### src/rtl/irq_prio_pkg.sv
package irq_prio_pkg;

  localparam int ADDR_W = 3;

  localparam logic [ADDR_W-1:0] ADDR_MASK = 3'd0;
  localparam logic [ADDR_W-1:0] ADDR_MODE = 3'd1;
  localparam logic [ADDR_W-1:0] ADDR_BASE = 3'd2;
  localparam logic [ADDR_W-1:0] ADDR_REQ  = 3'd3;
  localparam logic [ADDR_W-1:0] ADDR_SVC  = 3'd4;

  typedef struct packed {
    logic ackCapture;  // first acknowledge cycle
    logic ackEmit;     // second acknowledge cycle
    logic eoiCmd;      // non-specific end of interrupt
    logic wrMask;
    logic wrMode;
    logic wrBase;
  } ctlStrobe_t;

endpackage

### src/rtl/irq_prio_enc.sv
module irq_prio_enc #(
  parameter int N  = 8,
  parameter int IW = $clog2(N)
) (
  input  logic [N-1:0]  vecIn,
  output logic          hitOut,
  output logic [IW-1:0] idxOut
);

  // Lowest set index wins; scanning downward leaves the lowest one last.
  always_comb begin
    idxOut = '0;
    for (int i = N - 1; i >= 0; i--) begin
      if (vecIn[i]) idxOut = IW'(i);
    end
  end

  assign hitOut = |vecIn;

endmodule

### src/rtl/irq_prio_ctrl_fsm.sv
module irq_prio_ctrl_fsm
  import irq_prio_pkg::*;
(
  input  logic              clk,
  input  logic              rstN,
  input  logic              ackIn,
  input  logic              regWrEn,
  input  logic [ADDR_W-1:0] regAddr,
  output ctlStrobe_t        strobes
);

  logic phaseQ;  // 0: next acknowledge captures, 1: next acknowledge emits

  always_ff @(posedge clk) begin
    if (!rstN) begin
      phaseQ <= 1'b0;
    end else if (ackIn) begin
      phaseQ <= ~phaseQ;
    end
  end

  always_comb begin
    strobes            = '0;
    strobes.ackCapture = ackIn & ~phaseQ;
    strobes.ackEmit    = ackIn & phaseQ;
    strobes.eoiCmd     = regWrEn && (regAddr == ADDR_SVC);
    strobes.wrMask     = regWrEn && (regAddr == ADDR_MASK);
    strobes.wrMode     = regWrEn && (regAddr == ADDR_MODE);
    strobes.wrBase     = regWrEn && (regAddr == ADDR_BASE);
  end

endmodule

### src/rtl/irq_prio_dp.sv
module irq_prio_dp
  import irq_prio_pkg::*;
#(
  parameter int LINES  = 8,
  parameter int IDX_W  = $clog2(LINES),
  parameter int BASE_W = LINES - IDX_W
) (
  input  logic              clk,
  input  logic              rstN,
  input  logic [LINES-1:0]  lineIn,
  input  ctlStrobe_t        strobes,
  input  logic [ADDR_W-1:0] regAddr,
  input  logic [LINES-1:0]  regWrData,
  output logic [LINES-1:0]  regRdData,
  output logic              intOut,
  output logic [LINES-1:0]  vecOut,
  output logic              vecValid,
  output logic [LINES-1:0]  maskView,
  output logic [LINES-1:0]  reqView,
  output logic [LINES-1:0]  svcView
);

  logic [LINES-1:0]  maskQ, modeQ, prevQ, latchQ, svcQ;
  logic [BASE_W-1:0] baseQ;
  logic [IDX_W-1:0]  holdIdxQ;
  logic [LINES-1:0]  vecQ;
  logic              vecValidQ;

  logic [LINES-1:0]  reqVec, pendVec, winBit, svcLow, capSet, eoiClr;
  logic              pendHit, svcHit, winner;
  logic [IDX_W-1:0]  pendIdx, svcIdx;

  // Per-line request source: level lines pass through, edge lines use a latch.
  for (genvar g = 0; g < LINES; g++) begin : gLine
    always_ff @(posedge clk) begin
      if (!rstN) begin
        latchQ[g] <= 1'b0;
        prevQ[g]  <= 1'b0;
      end else begin
        prevQ[g] <= lineIn[g];
        if (lineIn[g] && !prevQ[g] && !modeQ[g]) latchQ[g] <= 1'b1;
        else if (capSet[g])                      latchQ[g] <= 1'b0;
      end
    end
    assign reqVec[g] = modeQ[g] ? lineIn[g] : latchQ[g];
  end

  assign pendVec = reqVec & ~maskQ;

  irq_prio_enc #(.N(LINES), .IW(IDX_W)) u_pendEnc (
    .vecIn (pendVec),
    .hitOut(pendHit),
    .idxOut(pendIdx)
  );

  irq_prio_enc #(.N(LINES), .IW(IDX_W)) u_svcEnc (
    .vecIn (svcQ),
    .hitOut(svcHit),
    .idxOut(svcIdx)
  );

  assign winner = pendHit && (!svcHit || (pendIdx < svcIdx));
  assign intOut = winner;

  assign winBit = winner ? (LINES'(1) << pendIdx) : '0;
  assign svcLow = svcHit ? (LINES'(1) << svcIdx) : '0;
  assign capSet = strobes.ackCapture ? winBit : '0;
  assign eoiClr = strobes.eoiCmd ? svcLow : '0;

  always_ff @(posedge clk) begin
    if (!rstN) begin
      svcQ      <= '0;
      maskQ     <= '0;
      modeQ     <= '0;
      baseQ     <= '0;
      holdIdxQ  <= '0;
      vecQ      <= '0;
      vecValidQ <= 1'b0;
    end else begin
      svcQ <= (svcQ & ~eoiClr) | capSet;
      if (strobes.wrMask) maskQ <= regWrData;
      if (strobes.wrMode) modeQ <= regWrData;
      if (strobes.wrBase) baseQ <= regWrData[LINES-1:IDX_W];
      if (strobes.ackCapture) holdIdxQ <= winner ? pendIdx : IDX_W'(LINES - 1);
      if (strobes.ackEmit) vecQ <= {baseQ, holdIdxQ};
      vecValidQ <= strobes.ackEmit;
    end
  end

  always_comb begin
    unique case (regAddr)
      ADDR_MASK: regRdData = maskQ;
      ADDR_MODE: regRdData = modeQ;
      ADDR_BASE: regRdData = {baseQ, {IDX_W{1'b0}}};
      ADDR_REQ:  regRdData = reqVec;
      ADDR_SVC:  regRdData = svcQ;
      default:   regRdData = '0;
    endcase
  end

  assign vecOut   = vecQ;
  assign vecValid = vecValidQ;
  assign maskView = maskQ;
  assign reqView  = reqVec;
  assign svcView  = svcQ;

endmodule

### src/rtl/irq_prio_ctrl.sv
module irq_prio_ctrl
  import irq_prio_pkg::*;
#(
  parameter int LINES = 8
) (
  input  logic              clk,
  input  logic              rstN,
  input  logic [LINES-1:0]  lineIn,
  input  logic              ackIn,
  input  logic              regWrEn,
  input  logic [ADDR_W-1:0] regAddr,
  input  logic [LINES-1:0]  regWrData,
  output logic [LINES-1:0]  regRdData,
  output logic              cpuIntOut,
  output logic [LINES-1:0]  vecOut,
  output logic              vecValid
);

  ctlStrobe_t       strobes;
  logic [LINES-1:0] maskView, reqView, svcView;

  irq_prio_ctrl_fsm u_fsm (
    .clk    (clk),
    .rstN   (rstN),
    .ackIn  (ackIn),
    .regWrEn(regWrEn),
    .regAddr(regAddr),
    .strobes(strobes)
  );

  irq_prio_dp #(.LINES(LINES)) u_dp (
    .clk      (clk),
    .rstN     (rstN),
    .lineIn   (lineIn),
    .strobes  (strobes),
    .regAddr  (regAddr),
    .regWrData(regWrData),
    .regRdData(regRdData),
    .intOut   (cpuIntOut),
    .vecOut   (vecOut),
    .vecValid (vecValid),
    .maskView (maskView),
    .reqView  (reqView),
    .svcView  (svcView)
  );

endmodule

### config.mk
export PLATFORM = sky130hd
export DESIGN_NAME = irq_prio_ctrl
export DESIGN_NICKNAME = d
export VERILOG_FILES = /design/src/rtl/irq_prio_pkg.sv /design/src/rtl/irq_prio_enc.sv /design/src/rtl/irq_prio_ctrl_fsm.sv /design/src/rtl/irq_prio_dp.sv /design/src/rtl/irq_prio_ctrl.sv
export SDC_FILE = /design/constraint.sdc
export NUM_CORES = 1
export LEC_CHECK = 0
export BUFFER_PORTS_ARGS = -buffer_cell sky130_fd_sc_hd__buf_2
export CAP_MARGIN = 30
export CORE_MARGIN = 2
export CORE_UTILIZATION = 40
export CTS_BUF_LIST = sky130_fd_sc_hd__clkbuf_4
export CTS_CLUSTER_DIAMETER = 30
export CTS_CLUSTER_SIZE = 20
export DETAILED_ROUTE_END_ITERATION = 6
export GPL_TIMING_DRIVEN = 0
export PLACE_DENSITY = 0.59
export REMOVE_ABC_BUFFERS = 1
export SLEW_MARGIN = 20
export SYNTH_ARGS = -nofsm -noshare
export SYNTH_HDL_FRONTEND = slang
export SYNTH_SLANG_ARGS = --single-unit
### constraint.sdc
create_clock -name clk -period 8.5 [get_ports clk]
set_clock_uncertainty 0.1 [all_clocks]
set_input_delay 0.425 -clock clk [delete_from_list [all_inputs] [get_ports clk]]
set_output_delay 0.425 -clock clk [all_outputs]
set_load 0.005 [all_outputs]
==> results.txt <==
Iteration-0 DRC Markers - 143
WP data arrival - 3.37 ns
Register Area - 1160 um^2
final hold violation count - 0
TritonCTS sink count - 58
LEAKAGE - 0.00125 uW
cts bufs inserted - 9
fill cell count - 746
cell area after synthesis - 2930 um^2
core area - 7180 um^2
Seq/Total Area, Yosys - 39.7%
detailed placement HPWL - 5730 um
CTS clk-pin slew, worst paths - 0.10 ns
Ys Warns - 0
R2R setup slack - 5.11 ns
vias in the first global route - 2,409
setup bufs post-CTS - 0
cell taking the most area after synthesis - dfxtp_1
Initial Util - 40.8%
first-pass GRT wire length - 12,500 um
Worst Path Class, Setup - reg -> out
all-layer global routing usage - 21.2%
Crit path required time - 7.98 ns
Tmin final - 3.89 ns
Slew headroom - 46.0%
register bit total from synthesis - 58
post-route ant nets - 0
drt via density - 5.44
Multi-input gate area - 1670 um^2
Final #Nets - 424
worst min path class - in -> reg
DP Area - 3180 um^2
chip width - 89.5 um
outcome - completed
Max stage delay on crit path - 0.42 ns
root buffer cell - clkbuf_4
CTS H-Tree Depth - 3
synthesis-to-layout area growth - 13.2%
Placer Congestion - 0.885
Most common cell on crit path - a21oi_1
Post-Synthesis Cells - 364
clock buffer depth - 2
Rows - 31
WL final - 7970 um
dominant synthesized flop cell - dfxtp_1
drt drc - 0
cell breakdown of the critical path - mux2i_1, o22ai_1, a21oi_1, nor2_1, ha_1, a21o_1, a211oi_1, a221oi_4, a21oi_1, buf_2
IO buf count - 40
CTS resizes - 0
share of post-route cells with drive strength above 1 - 17.9%
Worst-Margin Slew - 0.808 ns
asr flop ratio synth - 0%
R2R depth - 10
final setup fails - 0
pin count of the biggest net entering global routing - 39
CTS tree - built
Worst setup SP type - register
Setup TNS - 0 ns
initial antenna violation count - 0
hold_buf cts - 0
Die Y - 89.5 um
Slew Limit Fails - 0
RSZ-0062 raised after global routing - no
Peak VDD IR - 0.0693 mV
distinct cell type count after synthesis - 50
MaxCap Viol Count - 0
IO Count - 41
CP max stage cell - dfxtp_1
Initial DRT Pass Iterations - 4
Clock Latency Late Sink - 0.42 ns
crit-path max FO - 9
synth top area cells - dfxtp_1 (40%), nand2_1 (8.1%), a21oi_1 (7.0%)
power per cell area - 187 nW/um^2
number of cells on the worst hold path - 2
CP Capture Type - primary output
WL per Instance - 15.9 um
Post-synth EDFFs - 0
diode count - 0
Die ar. - 8010 um^2
final global-route overflow total - 0
Fmax - 257 MHz
top cell type's share of synthesized area - 39.7%
Final Cycle Share - 45.8%
routed via count - 2,731
commonest non-fill, non-tap cells in the layout - nand2_1 (63), dfxtp_1 (58), a21oi_1 (41)
average cell area after synthesis - 8.04 um^2
most common cell after layout, fill and taps aside - nand2_1
Layout Cell Area excl Fill - 3310 um^2
worst paths after layout:
path,startpoint,end
worst max register to register,u_dp.modeQ[3],u_dp.svcView[3]
worst min register to register,u_dp.vecOut[6],u_dp.vecOut[6]
worst min-delay path,lineIn[5],u_dp.prevQ[5]
worst max-delay path,u_dp.modeQ[3],cpuIntOut
synth_stat cells, types with 2 or more instances:
cell type	count
a2111oi_0	2
a21o_1	2
a21oi_1	41
a22oi_1	5
a31o_1	2
a31oi_1	7
and2_1	7
buf_2	2
clkbuf_1	12
dfxtp_1	58
ha_1	2
inv_1	7
mux2i_1	16
nand2_1	63
nand2b_1	6
nand3_1	11
nand3b_1	4
nor2_1	36
nor2b_1	3
nor3_1	7
nor3b_1	5
nor4_1	2
o21a_1	9
o21ai_0	15
o21bai_1	2
o22ai_1	6
o2bb2ai_1	3
o32ai_1	2
or2_2	4
or3b_2	3
metal layers:
metal / track usage [%] / routed length (um)
met5: 0 / 0
met2: 32.7 / 3790
met4: 8.01 / 120
met1: 28.2 / 3530
met3: 5.82 / 526
flip-flops by register name, indices dropped and copies added (netlist names), 3 cells and up:
| register | cells |
|---|---|
| u_dp.prevQ | 8 |
| u_dp.holdIdxQ | 3 |
| u_dp.modeQ | 8 |
| u_dp.baseQ | 5 |
| u_dp.maskView | 8 |
| u_dp.svcView | 8 |
| u_dp.latchQ | 8 |
| u_dp.vecOut | 8 |
kinds of logic after synthesis:
logic type,Yosys count,synth area share (%)
simple gates,157,26.2
compound gates,107,24.0
flops,58,39.7
buf+inv,23,3.29
mux,17,5.99
fa+ha+maj,2,0.855
area by class of cell:
| cell class | instances | share of cell area [%] |
|---|---|---|
| multi-input combinational | 283 | 50.5 |
| sequential | 58 | 35.1 |
| timing repair buffer | 40 | 6.05 |
| tap | 99 | 3.74 |
| clock buffer | 9 | 2.04 |
| clock inverter | 6 | 1.78 |
| inverter | 7 | 0.794 |
report_power, final:
group          internal (uW)  total (uW)  switching (uW)
Clock                   85.9         195             109
Combinational           49.6         128            78.2
Sequential               285         297            12.2
Total                    421         620             200
through the flow:
step | power (uW) | worst slack (ns) | util [%] | hold WS [ns] | std cells
after detailed placement | 431 | 5.00 | 44.4 | 0.347 | 487
after CTS | 625 | 4.61 | 46.1 | 0.129 | 502
after global routing | 657 | 4.35 | 46.1 | 0.122 | 502
after floorplan | 387 | 5.52 | - | 0.340 | 348
after global placement | 429 | 5.02 | 44.3 | 0.344 | 487
final | 620 | 4.61 | 46.1 | 0.143 | 502
worst max-delay path: cells and delay by family, from the launching register on:
family / cells / cell delay (ns)
compound gates: 6 / 1.57
fa+ha+maj: 1 / 0.26
buf+inv: 1 / 0.16
flops: 1 / 0.42
mux: 1 / 0.41
simple gates: 1 / 0.13
Note: power is estimated with default switching activity, not from simulation.
